[src/rtl/dtm_pkg.sv]
package dtm_pkg;

  localparam int MAX_W = 32;

  typedef enum logic [1:0] {
    PH_IDLE    = 2'd0,
    PH_ROW     = 2'd1,
    PH_REFRESH = 2'd2
  } phase_e;

  // per-bit agreement of two words: 1 where they match
  function automatic logic [MAX_W-1:0] agree_mask(input logic [MAX_W-1:0] a,
                                                  input logic [MAX_W-1:0] b);
    return ~(a ^ b);
  endfunction

  // flat word index from row and column
  function automatic logic [MAX_W-1:0] word_index(input logic [MAX_W-1:0] row,
                                                  input logic [MAX_W-1:0] col,
                                                  input int col_w);
    return (row << col_w) | col;
  endfunction

endpackage

[src/rtl/dtm_strobe_decode.sv]
module dtm_strobe_decode
  import dtm_pkg::*;
#(
  parameter int ADDR_W = 3
) (
  input  logic              clk,
  input  logic              rst_n,
  input  logic              ras_n,
  input  logic              cas_n,
  input  logic              we_n,
  input  logic [ADDR_W-1:0] addr,
  output logic [ADDR_W-1:0] row_addr,
  output logic              wr_strobe,
  output logic              rd_strobe,
  output logic              tm_set,
  output logic              tm_clr_cbr,
  output logic              tm_clr_rowonly
);

  logic   ras_q, cas_q, col_seen;
  phase_e phase;

  logic ras_fall, ras_rise, cas_fall;
  logic cbr_cycle, row_start, col_strobe;

  assign ras_fall   = ras_q & ~ras_n;
  assign ras_rise   = ~ras_q & ras_n;
  assign cas_fall   = cas_q & ~cas_n;

  assign cbr_cycle  = ras_fall & ~cas_n;
  assign row_start  = ras_fall & cas_n;
  assign col_strobe = (phase == PH_ROW) & cas_fall & ~ras_n;

  assign wr_strobe      = col_strobe & ~we_n;
  assign rd_strobe      = col_strobe & we_n;
  assign tm_set         = cbr_cycle & ~we_n;
  assign tm_clr_cbr     = cbr_cycle & we_n;
  assign tm_clr_rowonly = ras_rise & (phase == PH_ROW) & ~col_seen;

  always_ff @(posedge clk) begin
    if (!rst_n) begin
      ras_q    <= 1'b1;
      cas_q    <= 1'b1;
      phase    <= PH_IDLE;
      col_seen <= 1'b0;
      row_addr <= '0;
    end else begin
      ras_q <= ras_n;
      cas_q <= cas_n;
      if (row_start) begin
        phase    <= PH_ROW;
        col_seen <= 1'b0;
        row_addr <= addr;
      end else if (cbr_cycle) begin
        phase <= PH_REFRESH;
      end else if (ras_rise) begin
        phase <= PH_IDLE;
      end
      if (col_strobe) col_seen <= 1'b1;
    end
  end

  // column accesses happen only while the row strobe is held low
  p_col_in_row_r11: assert property (@(posedge clk) disable iff (!rst_n)
    (wr_strobe || rd_strobe) |-> (!ras_n && !ras_q));

  // a refresh-type cycle never doubles as a column access
  p_cbr_no_access_r5: assert property (@(posedge clk) disable iff (!rst_n)
    (tm_set || tm_clr_cbr) |=> !(wr_strobe || rd_strobe));

endmodule

[src/rtl/dtm_mode_latch.sv]
module dtm_mode_latch (
  input  logic clk,
  input  logic rst_n,
  input  logic tm_set,
  input  logic tm_clr_cbr,
  input  logic tm_clr_rowonly,
  output logic tm_q
);

  logic tm_clr;
  assign tm_clr = tm_clr_cbr | tm_clr_rowonly;

  always_ff @(posedge clk) begin
    if (!rst_n)      tm_q <= 1'b0;
    else if (tm_set) tm_q <= 1'b1;
    else if (tm_clr) tm_q <= 1'b0;
  end

  p_enter_r3: assert property (@(posedge clk) disable iff (!rst_n)
    tm_set |=> tm_q);

  p_exit_cbr_r5: assert property (@(posedge clk) disable iff (!rst_n)
    tm_clr_cbr |=> !tm_q);

  p_exit_rowonly_r6: assert property (@(posedge clk) disable iff (!rst_n)
    tm_clr_rowonly |=> !tm_q);

  p_hold_r4: assert property (@(posedge clk) disable iff (!rst_n)
    !(tm_set || tm_clr_cbr || tm_clr_rowonly) |=> $stable(tm_q));

endmodule

[src/rtl/dtm_array.sv]
module dtm_array
  import dtm_pkg::*;
#(
  parameter int ADDR_W = 3,
  parameter int DW     = 4
) (
  input  logic              clk,
  input  logic              rst_n,
  input  logic [ADDR_W-1:0] row,
  input  logic [ADDR_W-1:0] col,
  input  logic              wr_en,
  input  logic              wr_both,
  input  logic [DW-1:0]     wdata,
  output logic [DW-1:0]     rd_even,
  output logic [DW-1:0]     rd_odd
);

  localparam int IDX_W = 2 * ADDR_W;
  localparam int DEPTH = 1 << IDX_W;

  logic [DW-1:0]     mem [DEPTH];
  logic [IDX_W-1:0]  idx_even, idx_odd, idx_sel;
  logic [DEPTH-1:0]  word_we;

  assign idx_even = IDX_W'(word_index(MAX_W'(row), MAX_W'({col[ADDR_W-1:1], 1'b0}), ADDR_W));
  assign idx_odd  = IDX_W'(word_index(MAX_W'(row), MAX_W'({col[ADDR_W-1:1], 1'b1}), ADDR_W));
  assign idx_sel  = col[0] ? idx_odd : idx_even;

  assign rd_even = mem[idx_even];
  assign rd_odd  = mem[idx_odd];

  for (genvar i = 0; i < DEPTH; i++) begin : g_we
    assign word_we[i] = wr_en &&
      ((IDX_W'(i) == idx_sel) ||
       (wr_both && ((IDX_W'(i) == idx_even) || (IDX_W'(i) == idx_odd))));
  end

  always_ff @(posedge clk) begin
    if (!rst_n) begin
      for (int k = 0; k < DEPTH; k++) mem[k] <= '0;
    end else begin
      for (int k = 0; k < DEPTH; k++)
        if (word_we[k]) mem[k] <= wdata;
    end
  end

  // a pair write leaves both words of the pair identical
  p_pair_write_r7: assert property (@(posedge clk) disable iff (!rst_n)
    (wr_en && wr_both) |=> (mem[$past(idx_even)] == mem[$past(idx_odd)]));

  // a single write lands exactly the written word
  p_single_write_r2: assert property (@(posedge clk) disable iff (!rst_n)
    (wr_en && !wr_both) |=> (mem[$past(idx_sel)] == $past(wdata)));

endmodule

[src/rtl/dtm_read_path.sv]
module dtm_read_path
  import dtm_pkg::*;
#(
  parameter int DW       = 4,
  parameter int TM_EXTRA = 1
) (
  input  logic          clk,
  input  logic          rst_n,
  input  logic          rd_strobe,
  input  logic          wr_strobe,
  input  logic          cas_n,
  input  logic          oe_n,
  input  logic          tm,
  input  logic          col_lsb,
  input  logic [DW-1:0] rd_even,
  input  logic [DW-1:0] rd_odd,
  output logic [DW-1:0] dq_out,
  output logic          dq_oe
);

  localparam int WAIT_W = $clog2(TM_EXTRA + 2);

  logic [DW-1:0]     rd_data, next_data, cmp_flags;
  logic              rd_live;
  logic [WAIT_W-1:0] rd_wait;
  logic              rd_ready;

  assign cmp_flags = DW'(agree_mask(MAX_W'(rd_even), MAX_W'(rd_odd)));
  assign next_data = tm ? cmp_flags : (col_lsb ? rd_odd : rd_even);
  assign rd_ready  = rd_live && (rd_wait == '0);
  assign dq_oe     = rd_ready && !oe_n;
  assign dq_out    = dq_oe ? rd_data : '0;

  always_ff @(posedge clk) begin
    if (!rst_n) begin
      rd_data <= '0;
      rd_live <= 1'b0;
      rd_wait <= '0;
    end else begin
      if (rd_strobe) begin
        rd_data <= next_data;
        rd_wait <= tm ? WAIT_W'(TM_EXTRA) : '0;
      end else if (rd_wait != '0) begin
        rd_wait <= rd_wait - 1'b1;
      end
      if (wr_strobe)      rd_live <= 1'b0;
      else if (rd_strobe) rd_live <= 1'b1;
      else if (cas_n)     rd_live <= 1'b0;
    end
  end

  p_early_write_quiet_r10: assert property (@(posedge clk) disable iff (!rst_n)
    wr_strobe |=> !dq_oe);

  p_tm_delay_r9: assert property (@(posedge clk) disable iff (!rst_n)
    (rd_strobe && tm) |=> !dq_oe);

  p_normal_ready_r2: assert property (@(posedge clk) disable iff (!rst_n)
    (rd_strobe && !tm) |=> (dq_oe || oe_n));

  p_quiet_zero_r12: assert property (@(posedge clk) disable iff (!rst_n)
    !dq_oe |-> (dq_out == '0));

endmodule

[src/rtl/dram_ptest_core.sv]
module dram_ptest_core #(
  parameter int ADDR_W   = 3,
  parameter int DW       = 4,
  parameter int TM_EXTRA = 1
) (
  input  logic              clk,
  input  logic              rst_n,
  input  logic              ras_n,
  input  logic              cas_n,
  input  logic              we_n,
  input  logic              oe_n,
  input  logic [ADDR_W-1:0] addr,
  input  logic [DW-1:0]     dq_in,
  output logic [DW-1:0]     dq_out,
  output logic              dq_oe,
  output logic              testmode_active
);

  logic [ADDR_W-1:0] row_addr;
  logic              wr_strobe, rd_strobe;
  logic              tm_set, tm_clr_cbr, tm_clr_rowonly;
  logic              tm_q;
  logic [DW-1:0]     rd_even, rd_odd;

  dtm_strobe_decode #(.ADDR_W(ADDR_W)) u_decode (
    .clk            (clk),
    .rst_n          (rst_n),
    .ras_n          (ras_n),
    .cas_n          (cas_n),
    .we_n           (we_n),
    .addr           (addr),
    .row_addr       (row_addr),
    .wr_strobe      (wr_strobe),
    .rd_strobe      (rd_strobe),
    .tm_set         (tm_set),
    .tm_clr_cbr     (tm_clr_cbr),
    .tm_clr_rowonly (tm_clr_rowonly)
  );

  dtm_mode_latch u_mode (
    .clk            (clk),
    .rst_n          (rst_n),
    .tm_set         (tm_set),
    .tm_clr_cbr     (tm_clr_cbr),
    .tm_clr_rowonly (tm_clr_rowonly),
    .tm_q           (tm_q)
  );

  dtm_array #(.ADDR_W(ADDR_W), .DW(DW)) u_array (
    .clk     (clk),
    .rst_n   (rst_n),
    .row     (row_addr),
    .col     (addr),
    .wr_en   (wr_strobe),
    .wr_both (tm_q),
    .wdata   (dq_in),
    .rd_even (rd_even),
    .rd_odd  (rd_odd)
  );

  dtm_read_path #(.DW(DW), .TM_EXTRA(TM_EXTRA)) u_read (
    .clk       (clk),
    .rst_n     (rst_n),
    .rd_strobe (rd_strobe),
    .wr_strobe (wr_strobe),
    .cas_n     (cas_n),
    .oe_n      (oe_n),
    .tm        (tm_q),
    .col_lsb   (addr[0]),
    .rd_even   (rd_even),
    .rd_odd    (rd_odd),
    .dq_out    (dq_out),
    .dq_oe     (dq_oe)
  );

  assign testmode_active = tm_q;

  // nothing is driven during reset
  p_reset_quiet_r1: assert property (@(posedge clk)
    !rst_n |=> (!testmode_active && !dq_oe));

endmodule

[config.mk]
export PLATFORM = sky130hd
export DESIGN_NAME = dram_ptest_core
export DESIGN_NICKNAME = d
export VERILOG_FILES = /design/src/rtl/dtm_pkg.sv /design/src/rtl/dtm_strobe_decode.sv /design/src/rtl/dtm_mode_latch.sv /design/src/rtl/dtm_array.sv /design/src/rtl/dtm_read_path.sv /design/src/rtl/dram_ptest_core.sv
export SDC_FILE = /design/constraint.sdc
export NUM_CORES = 1
export LEC_CHECK = 0
export ABC_AREA = 1
export BUFFER_PORTS_ARGS = -buffer_cell sky130_fd_sc_hd__buf_2
export CAP_MARGIN = 10
export CELL_PAD_IN_SITES_DETAIL_PLACEMENT = 1
export CELL_PAD_IN_SITES_GLOBAL_PLACEMENT = 1
export CORE_ASPECT_RATIO = 1.4
export CORE_MARGIN = 1
export CORE_UTILIZATION = 52
export DETAILED_ROUTE_END_ITERATION = 8
export MAX_ROUTING_LAYER = met4
export PLACE_DENSITY_LB_ADDON = 0.1
export SYNTH_ARGS = -nofsm -noshare
export SYNTH_HDL_FRONTEND = slang
export SYNTH_SLANG_ARGS = --single-unit
[constraint.sdc]
create_clock -name clk -period 4.3 [get_ports clk]
set_clock_uncertainty 0.2 [all_clocks]
set_input_delay 1.29 -clock clk [delete_from_list [all_inputs] [get_ports clk]]
set_output_delay 1.29 -clock clk [all_outputs]
set_load 0.01 [all_outputs]
; After elaboration in Yosys (flattened, before gate mapping)
; Memory sizes are Yosys's and may differ from the RTL's.
; Cells that the tools add are included.
[totals]
regBits = 16
ramBits = 256
input_bits = 13
out_inout_bits = 6
elab_cells = 835
mem_count = 1
[memory_table]
columns = name, depth, word_bits, rd, rd_clocked_by_memory_dff, write_ports, line_no
row1 = u_array.mem, 64, 4, 2, 0, 64, dtm_array.sv:21  ; logic [DW-1:0] mem [DEPTH];
[classes]
n_addsub = 1
n_eq_ne = 190
n_mux = 273
bitwise = 88
reduce_logical = 272
[ops]
columns = operator, n
row1 = $eq A6 B6 Y1 const A, 96
row2 = $eq A5 B6 Y1 const A, 48
row3 = $mux W4, 67
row4 = $mux W1, 201
row5 = $eq A4 B6 Y1 const A, 24
row6 = $logic_and A1 B1 Y1, 130
row7 = $logic_or A1 B1 Y1, 128
row8 = $eq A3 B6 Y1 const A, 12
row9 = $or A1 B1 Y1, 65
row10 = $eq A2 B6 Y1 const A, 6
row11 = $eq A1 B6 Y1 const A, 3
row12 = $logic_not A6 Y1, 3
row13 = $and A1 B1 Y1, 13
row14 = $or A6 B3 Y6, 2
row15 = $reduce_bool A2 Y1, 6
row16 = $mux W2, 4
row17 = $mux W6, 1
row18 = $not A1 Y1, 6
row19 = $not A4 Y4, 1
row20 = $reduce_or A2 Y1, 2
row21 = $xor A4 B4 Y4, 1
row22 = $reduce_bool A3 Y1, 1
row23 = $eq A2 B1 Y1 const B, 1
row24 = $logic_not A2 Y1, 1
row25 = 2 further kinds, 2

; Longest topological paths before layout
; Gate-level depths: netlist of the first run.
[logic_depth]
word_depth = 10
mapped_depth = 17
mapped_depth_nobuf = 14

; Modules after synthesis
; Synthesis of the first run repeated with hierarchy kept, for this count alone.
[unflattened]
hier_cells = 1563
hier_area_um2 = 13269.0
[modules_own_cells]
columns = mod, n_inst, cells_per_inst, area_per_inst_um2, seq_area_each_um2
row1 = dtm_array, 1, 1410, 12358.1, 7687.4
row2 = dtm_read_path, 1, 94, 495.5, 140.1
row3 = dtm_strobe_decode, 1, 52, 361.6, 160.2
row4 = dtm_mode_latch, 1, 7, 53.8, 20.0

; Worst setup path before layout of the first run
; OpenSTA, ideal clock, no wires.
[synth_timing]
kind = input-to-output
from = input oe_n
to = output dq_out[0]
arrival_time_ns = 1.785
required_ns = 2.810
path_slack_ns = 1.025
stages = 3
n_path_buf = 0
cell_sequence = nor2_1 inv_1 nor2_1
[synth_between]
elab_chain_cells = 3
[synth_lines]
columns = element, line_no
row1 = start: declaration, dram_ptest_core.sv:11  ; input logic oe_n,
row2 = $logic_not A1 Y1, dtm_read_path.sv:31  ; assign dq_oe = rd_ready && !oe_n;
row3 = $logic_and A1 B1 Y1, dtm_read_path.sv:31
row4 = $mux W4, dtm_read_path.sv:32  ; assign dq_out = dq_oe ? rd_data : '0;
row5 = end: declaration, dram_ptest_core.sv:14  ; output logic [DW-1:0] dq_out,
; Every way passes these cells.

; Worst setup path in the final report of the first run
[layout_timing]
from = input oe_n
to = output dq_out[2]
; The elaborated chain is that of the path after synthesis.

==> summary.txt, run 1 <==
Global route
  – Total track usage: 32.1%
  – First-pass GRT wire length: 60600 um
  – Vias in the first global route: 11198
  – Remaining global-route overflow: 0
  – Largest net degree at the start of global routing: 83
  – Initial antenna violation count: 0

CTS
  – Gates resized, CTS repair: 0
  – Number of buffers on the longest clock path: 3
  – H-tree level count: 1
  – Clock Tree Root: clkbuf_16
  – Clock transition at path regs: 0.06 ns
  – TritonCTS clock tree: yes
  – CTS sink cnt: 272
  – Clock Latency Late Sink: 0.55 ns
  – TritonCTS buffer count: 27
  – Post-CTS setup buffer count: 0
  – Hold_buf cts: 0

Route
  – DRT met1 WL: 15300 um
  – Wirelength per Cell: 21.0 um
  – # DRC: 0
  – Remaining antenna violation count: 0
  – WL final: 39100 um
  – Vias per cell: 5.67
  – Metal3 WL: 1470 um
  – Drt first-iter violations: 563
  – Metal2 WL: 20500 um
  – Routed vias: 10543
  – First-pass iteration count of the detailed router: 4
  – Max Used Layer: met4

Timing
  – Post-route clock period utilization: 77.4%
  – Hold Vio Cnt, Final: 0
  – Setup slack after layout: 0.973 ns
  – Max-slew violation count: 0
  – Setup repair after global routing missed its margin: no
  – Worst rel slew slack: 26.9%
  – Least-Margin Pin Slew: 1.10 ns
  – Maximum clock frequency: 0.301 GHz
  – Final min period: 3.33 ns
  – Final setup vio count: 0
  – Setup_tns: 0 ns

Die
  – IO Pins: 19
  – Core Area: 24800 um2
  – Die width: 136 um
  – Die height: 190 um
  – Starting density of the core: 53.0%
  – Num rows: 68
  – Die area: 25900 um2

Yosys
  – Syn Inst Count: 1543
  – Post-synth ARST share: 0%
  – Post-synthesis compound-gate area fraction: 3.86%
  – Syn Area/Cell: 8.50 um2
  – Synth warn: 0
  – Main combinational cell family by area after synthesis: simple AND/OR/NAND/NOR gates
  – Post-Syn Area: 13100 um2
  – Post-synthesis simple-gate area fraction: 30.7%
  – Most frequent cell after synthesis: nand2_1
  – Top cells by count, synth: nand2_1, edfxtp_1, nor2_1
  – Post-synthesis mux area share: 0%
  – Post-synth net total: 1557
  – Post-synth cell types: 23
  – Synth area leaders: edfxtp_1, nand2_1, nor2_1, o21ai_0, dfxtp_1
  – #FFs+latches synth: 272
  – Post-Synth Adder-Cell Area: 0.0954%
  – Post-synthesis xor/xnor area fraction: 0.0668%
  – Yosys top cell by area: edfxtp_1
  – Register area share after synthesis: 61.0%
  – Post-synth EDFFs: 256
  – Share of the synthesized area in the top cell type: 58.6%
  – Synth Flop Type: edfxtp_1

Finish
  – N_diodes: 0
  – Final Cell Area: 14300 um2
  – Share of cells above drive strength 1: 5.69%
  – # fillers: 2933
  – Post-layout util: 57.7%
  – Final std cells w/o fill: 1861
  – Area added between synthesis and finish: 8.97%
  – NumNets Final: 1541

Pwr
  – Switching Fraction: 24.8%
  – Share of power burned in registers: 51.6%
  – Comb power frac: 9.9%
  – Clk pwr share: 38.5%
  – Pwr/cell area: 422 nW/um2
  – Worst vdd ir: 0.000314 V
  – Leak: 6.00 nW
  – Int Pwr: 4.53 mW
  – P_sw: 1.50 mW

Critical path
  – Bufs and invs on worst path: 3
  – Crit Path Max Fanout: 4
  – Crit path kind: in2out
  – Crit path cell chain: buf_2, nor2_1, inv_1, nor2_1, buf_2
  – Crit. End Element: output port
  – CP max stage delay: 0.13 ns
  – CP Data Required Time: 2.81 ns
  – Worst setup SP type: input port
  – Cell family with most CP delay: buffers and inverters
  – Worst Path Arrival: 1.84 ns
  – CP max-delay cell: nor2_1

Outcome
  – Status: finished, final reports clean

Min path
  – Worst Hold Class: reg2reg

Place
  – DPL Wire Length: 26300 um
  – GPL Wtd Cong: 0.957
  – Port Buffer Count: 18
  – Pre-CTS setup slack: 0.729 ns
  – Placed insts: 1813
  – Cell Area, Placed: 13400 um2

Run
  – Total of max-cap violations: 0
## metrics by stage
| step | hold WS, ns | power, mW |
|---|---|---|
| after global routing | 0.338 | 6.20 |
| after floorplan | 0.253 | 3.53 |
| after CTS | 0.299 | 6.05 |
| after global placement | 0.271 | 3.71 |
| after detailed placement | 0.283 | 3.76 |
| final | 0.295 | 6.03 |
## power by group through the flow
stage,Combinational [mW],Sequential [mW],Clock (mW)
CTS,0.599,3.11,2.34
global route,0.652,3.12,2.43
finish,0.597,3.11,2.32
detailed placement,0.592,3.16,0
floorplan,0.393,3.14,0
global placement,0.555,3.15,0
## worst paths after layout
kind	start	endpoint	slack, ns	cells past startpoint
worst min register to register	u_decode.phase[1]	u_decode.phase[1]	0.29	2
worst min-delay path	u_decode.phase[1]	u_decode.phase[1]	0.29	2
worst max register to register	u_decode.row_addr[2]	u_array.mem[27][2]	1.60	5
worst max-delay path	oe_n	dq_out[2]	0.97	5
## flip-flops by register name (all words and copies together) (netlist names)
signal             count
u_read.rd_data         4
u_decode.cas_q         1
u_read.rd_wait         2
u_decode.phase         2
u_decode.ras_q         1
u_array.mem          256
u_mode.tm_q            1
u_decode.col_seen      1
u_decode.row_addr      3
u_read.rd_live         1
## cells by family (layout without fill, tap and decap cells)
group | Yosys count | in the layout
flip-flops | 272 | 272
AO/OA/AOI/OAI | 100 | 100
buffers and inverters | 130 | 133
adder cells (fa/ha/maj) | 1 | 1
AND/OR/NAND/NOR | 1039 | 1039
XOR/XNOR | 1 | 1
## cell type report
cell class / count / area (um2) / share of cell area (%)
Sequential cell: 272 / 8010 / 56.0
Multi-Input combinational cell: 1141 / 4560 / 31.9
Clock buffer: 32 / 694 / 4.86
Tap cell: 315 / 394 / 2.76
Timing Repair Buffer: 41 / 315 / 2.21
Inverter: 44 / 166 / 1.16
Clock inverter: 16 / 159 / 1.11
## cells in the final DEF, fill, tap and decap left out, types with 2 or more instances in the layout
cell type	instances
clkinv_2	4
buf_12	4
nand3_1	60
dfxtp_1	16
o21ai_1	14
o21ai_0	73
clkinvlp_4	3
edfxtp_1	256
inv_1	39
clkbuf_1	5
nor2_1	193
nand4_1	13
clkbuf_16	27
nor2_2	3
buf_2	17
bufinv_16	3
nand2_1	766
a21oi_1	11
clkinv_1	6
nor2_4	2
nor3_1	2
buf_4	20
inv_2	4
## worst reg2reg max path: cells and delay by family, from the launching register on
family	cells	cell delay, ns
AO/OA/AOI/OAI	1	0.18
flip-flops	1	0.49
AND/OR/NAND/NOR	4	1.52
## metal layers
metal	up-vias	GRT usage, %
met5	-	-
met4	0	14.1
met3	107	2.90
met2	265	56.3
met1	5207	37.0
li1	4964	-
No activity file was read; power rests on OpenSTA's default activity.
==> run 2: changes to the inputs <==
--- a/config.mk
+++ b/config.mk
@@ -12,7 +12,7 @@
 export CELL_PAD_IN_SITES_GLOBAL_PLACEMENT = 1
 export CORE_ASPECT_RATIO = 1.4
 export CORE_MARGIN = 1
-export CORE_UTILIZATION = 52
+export CORE_UTILIZATION = 49
 export DETAILED_ROUTE_END_ITERATION = 8
 export MAX_ROUTING_LAYER = met4
 export PLACE_DENSITY_LB_ADDON = 0.1
==> constraint.sdc (replaced) <==
create_clock -name clk -period 3.4 [get_ports clk]
set_clock_uncertainty 0.2 [all_clocks]
set_input_delay 1.02 -clock clk [delete_from_list [all_inputs] [get_ports clk]]
set_output_delay 1.02 -clock clk [all_outputs]
set_load 0.01 [all_outputs]
==> summary.txt, run 2 (synthesis gave the netlist of run 1 again) <==
Finish
  – Commonest non-fill, non-tap cell in the layout: nand2_1
  – Area added between synthesis and finish: 10.6%
  – Largest regs: u_array.mem x256, u_read.rd_data x4, u_decode.row_addr x3
  – Final std cells w/o fill: 1891
  – Share of cells above drive strength 1: 7.21%
  – N_diodes: 0
  – Most flops, register: u_array.mem
  – Most frequent cells in the layout: nand2_1, edfxtp_1, nor2_1, o21ai_0, nand3_1
  – Post-layout util: 55.4%
  – NumNets Final: 1562
  – Footprint of the multi-input gates: 4560 um2
  – Register Area: 8010 um2
  – # fillers: 3102
  – Max FFs per register: 256

Critical path
  – CP Data Required Time: 2.18 ns
  – CP max stage delay: 0.32 ns
  – Cell family with most CP delay: flip-flops
  – Crit path cell chain: inv_1, ha_1, nand2_1, nor2_1, inv_1, nor2_1, buf_2
  – Crit Path Max Fanout: 4
  – CP max-delay cell: dfxtp_1
  – Worst Path Arrival: 1.63 ns
  – Worst setup SP type: flop
  – Crit. End Element: output port
  – Crit path kind: reg2out
  – Bufs and invs on worst path: 3

Route
  – # DRC: 0
  – WL final: 39000 um
  – Vias per cell: 5.58
  – Wirelength per Cell: 20.6 um
  – Drt first-iter violations: 560
  – First-pass iteration count of the detailed router: 4
  – Routed vias: 10553
  – Metal2 WL: 20800 um
  – Metal3 WL: 1620 um
  – DRT met1 WL: 15300 um
  – Max Used Layer: met4
  – Remaining antenna violation count: 0

Pwr
  – Leak: 6.13 nW
  – Worst vdd ir: 0.000410 V
  – Pwr/cell area: 524 nW/um2

CTS
  – Hold_buf cts: 0
  – Number of buffers on the longest clock path: 3
  – TritonCTS clock tree: yes
  – Clock Tree Root: clkbuf_16
  – CTS sink cnt: 272
  – TritonCTS buffer count: 27
  – Clock transition at path regs: 0.06 ns
  – H-tree level count: 1
  – Post-CTS setup buffer count: 0
  – Clock Latency Late Sink: 0.55 ns
  – Gates resized, CTS repair: 0

Timing
  – Setup_tns: 0 ns
  – Final setup vio count: 0
  – Setup repair after global routing missed its margin: no
  – Hold Vio Cnt, Final: 0
  – Post-route clock period utilization: 83.7%
  – Maximum clock frequency: 0.351 GHz
  – Least-Margin Pin Slew: 0.731 ns
  – Hold WS: 0.285 ns
  – Final min period: 2.85 ns
  – Max-slew violation count: 0
  – Worst rel slew slack: 51.2%

Die
  – Num rows: 70
  – Die width: 140 um
  – Die height: 196 um
  – Core Area: 26200 um2
  – IO Pins: 19
  – Die area: 27400 um2
  – Starting density of the core: 50.1%

Place
  – Port Buffer Count: 18
  – GPL Wtd Cong: 0.961
  – DPL Wire Length: 26700 um
  – Placed insts: 1843

Min path
  – Worst Hold Class: reg2reg

Global route
  – Vias in the first global route: 11046
  – Total track usage: 30.2%
  – Initial antenna violation count: 0
  – Remaining global-route overflow: 0
  – First-pass GRT wire length: 60800 um
  – Largest net degree at the start of global routing: 66

Outcome
  – Status: finished, final reports clean

Run
  – Total of max-cap violations: 0
[run 2: changes by cell type in the layout (fill, tap and decap cells not counted), sizes merged]
| cell | change |
|---|---|
| clkinv | +1 |
| clkinvlp | -2 |
| clkbuf | +3 |
| bufinv | -1 |
| inv | -1 |
| buf | +21 |
[run 2: power by group]
part	switching (mW)	internal, mW	leakage, nW
clock network	1.26	1.67	0.423
registers	0.0647	3.86	2.69
logic	0.545	0.206	3.01
[run 2: final cells by class]
| cell class | count | share of cell area, % |
|---|---|---|
| tap | 324 | 2.79 |
| multi-input combinational | 1141 | 31.4 |
| inverter | 44 | 1.15 |
| clock buffer | 35 | 5.07 |
| sequential | 272 | 55.2 |
| clock inverter | 13 | 0.793 |
| timing repair buffer | 62 | 3.60 |
[run 2: routing by layer]
layer  vias to the layer above  track usage, %
met1                      5195            34.6
met3                        82            2.89
met2                       272            55.2
li1                       5004               -
met5                         -               -
met4                         0            9.81
[run 2: path summary, 6_finish.rpt]
path	start	end	slack [ns]	depth (start not counted)
hold / removal	u_decode.phase[1]	u_decode.phase[1]	0.29	2
setup / recovery	u_read.rd_wait[0]	dq_out[0]	0.55	7
hold reg to reg	u_decode.phase[1]	u_decode.phase[1]	0.29	2
setup reg to reg	u_decode.row_addr[0]	u_array.mem[43][3]	0.81	9
[run 2: stage by stage]
stage / setup WS (ns) / instance area, um2 / power [mW]
finish: 0.555 / 14500 / 7.60
global route: 0.427 / 14500 / 7.83
CTS: 0.524 / 14500 / 7.64
detailed placement: 0.258 / 13700 / 4.74
global placement: 0.323 / 13700 / 4.70
floorplan: 0.665 / 13100 / 4.46
[run 2: worst register-to-register path, delay by kind of cell, from the launching register on]
family	cells	cell delay [ns]
AO/OA/AOI/OAI	1	0.15
buffers and inverters	3	0.47
flip-flops	1	0.54
AND/OR/NAND/NOR	5	0.92
==> run 3: changes to the inputs <==
--- a/config.mk
+++ b/config.mk
@@ -12,7 +12,7 @@
 export CELL_PAD_IN_SITES_GLOBAL_PLACEMENT = 1
 export CORE_ASPECT_RATIO = 1.4
 export CORE_MARGIN = 1
-export CORE_UTILIZATION = 49
+export CORE_UTILIZATION = 44
 export DETAILED_ROUTE_END_ITERATION = 8
 export MAX_ROUTING_LAYER = met4
 export PLACE_DENSITY_LB_ADDON = 0.1
==> constraint.sdc (replaced) <==
create_clock -name clk -period 2.38 [get_ports clk]
set_clock_uncertainty 0.2 [all_clocks]
set_input_delay 0.714 -clock clk [delete_from_list [all_inputs] [get_ports clk]]
set_output_delay 0.714 -clock clk [all_outputs]
set_load 0.01 [all_outputs]
==> summary.txt, run 3 (synthesis gave the netlist of run 1 again) <==
Timing
  – Max-slew violation count: 0
  – Worst rel slew slack: 67.4%
  – Hold Vio Cnt, Final: 0
  – Maximum clock frequency: 0.410 GHz
  – Least-Margin Pin Slew: 0.488 ns
  – Final setup vio count: 5
  – Setup slack after layout: -0.0609 ns
  – Post-route clock period utilization: 103%
  – Setup repair after global routing missed its margin: yes
  – Final min period: 2.44 ns

Finish
  – Area added between synthesis and finish: 16.7%
  – N_diodes: 0
  – Final Cell Area: 15300 um2
  – Most frequent cells in the layout: nand2_1, edfxtp_1, nor2_1, buf_4, o21ai_0
  – Post-layout util: 52.4%
  – Share of cells above drive strength 1: 12.0%
  – NumNets Final: 1633
  – Most flops, register: u_array.mem
  – Commonest non-fill, non-tap cell in the layout: nand2_1
  – Max FFs per register: 256
  – Largest regs: u_array.mem x256, u_read.rd_data x4, u_decode.row_addr x3

Critical path
  – Bufs and invs on worst path: 4
  – Crit path cell chain: inv_2, ha_4, nand2_4, nor2_4, buf_4, buf_6, buf_6
  – R2R Path End: u_array.mem[41][3]
  – Worst Path Arrival: 1.53 ns
  – Worst setup SP type: flop
  – Most numerous cell on the critical path: buf_6
  – R2R depth: 6
  – Cell family with most CP delay: buffers and inverters
  – CP max stage delay: 0.34 ns
  – CP Data Required Time: 1.47 ns
  – Crit. End Element: output port
  – CP max-delay cell: dfxtp_2
  – FF-to-FF setup slack: 0.16 ns
  – Crit Path Max Fanout: 2
  – Reg2reg start: u_decode.row_addr[0]
  – Crit path kind: reg2out

Place
  – Port Buffer Count: 18
  – GPL Wtd Cong: 0.917
  – DPL Wire Length: 28200 um
  – Pre-CTS setup slack: -0.313 ns
  – Cell Area, Placed: 14400 um2

Pwr
  – Leak: 6.52 nW
  – Pwr/cell area: 720 nW/um2
  – Worst vdd ir: 0.000592 V
  – Post-layout power: 11.0 mW

Route
  – Drt first-iter violations: 536
  – WL final: 40500 um
  – Vias per cell: 5.29
  – Remaining antenna violation count: 0
  – Wirelength per Cell: 20.0 um
  – # DRC: 0
  – First-pass iteration count of the detailed router: 5
  – Routed vias: 10678

CTS
  – TritonCTS buffer count: 27
  – H-tree level count: 1
  – TritonCTS clock tree: yes
  – Clock Latency Late Sink: 0.55 ns
  – Number of buffers on the longest clock path: 3
  – Clock transition at path regs: 0.06 ns
  – Hold_buf cts: 0
  – Clock Tree Root: clkbuf_16
  – CTS sink cnt: 272

Global route
  – Vias in the first global route: 11143
  – Remaining global-route overflow: 0
  – Initial antenna violation count: 0
  – Largest net degree at the start of global routing: 40
  – Total track usage: 28.2%
  – First-pass GRT wire length: 62400 um

Outcome
  – Failing checks: setup timing
  – Status: finished, violations left

Die
  – Die width: 148 um
  – Die area: 30500 um2
  – Starting density of the core: 44.8%
  – Die height: 206 um
  – Core Area: 29300 um2
  – IO Pins: 19
  – Num rows: 74

Min path
  – Worst Hold Class: in2reg
  – Worst Hold Path EP: u_decode.ras_q
  – WHS Path Cells: 3
  – Hold path startpoint: ras_n

Run
  – Total of max-cap violations: 0
==> run 3: cell types whose count changed in the layout (fill, tap and decap cells not counted), sizes merged <==
| cell | delta |
|---|---|
| clkinv | -4 |
| bufinv | -1 |
| clkbuf | +7 |
| clkinvlp | -1 |
| buf | +71 |
==> run 3: timing repair <==
action,CTS,global route
buffers inserted,2,1
gates resized for setup,12,6
pin swaps,4,3
endpoints found under the setup margin,5,40
hold endpoints to repair,0,0
==> run 3: through the flow <==
step	TNS (ns)	hold WS, ns	instances
detailed placement	-62.95	0.280	1967
CTS	-0.235	0.174	2018
floorplan	-0.00184	0.253	1543
global route	-0.543	0.188	2019
finish	-0.261	0.182	2019
global placement	-58.30	0.271	1967
==> run 3: area by class of cell <==
cell class	count	area [um2]
repair buffers	133	1200
well taps	380	475
clock buffers	42	802
multi-input cells	1141	4600
fillers	3464	13900
inverters	44	166
clock inverters	7	58.8
flip-flops and latches	272	8010
==> run 3: metal layers <==
metal	GRT usage, %	routed length [um]	up-vias
met3	2.38	1520	89
met5	-	0	-
met2	50.6	21100	215
met4	11.0	1380	0
li1	-	-	5142
met1	32.6	16500	5232
==> run 3: worst max-delay path by stage <==
stage | slack, ns | depth (start not counted) | end | from
global placement | -0.29 | 15 | u_read.rd_data[3] | addr[1]
floorplan | -0.0005 | 8 | u_array.mem[32][0] | addr[1]
CTS | -0.08 | 7 | dq_out[1] | u_read.rd_wait[1]
finish | -0.06 | 7 | dq_oe | u_read.rd_wait[0]
global route | -0.13 | 7 | dq_out[3] | u_read.rd_wait[0]
detailed placement | -0.31 | 15 | u_read.rd_data[0] | addr[2]
==> run 3: power by group <==
group / switching (mW) / internal [mW]
sequential: 0.0963 / 5.52
combinational: 0.826 / 0.398
clock: 1.78 / 2.41
==> run 3: worst reg2reg max path, cell delays in order, from the launching register on <==
cell,delay (ns)
dfxtp_2,0.45
inv_1,0.10
nor2_1,0.24
nand2_1,0.23
o21ai_0,0.34
nand2_1,0.17
nand2_1,0.19
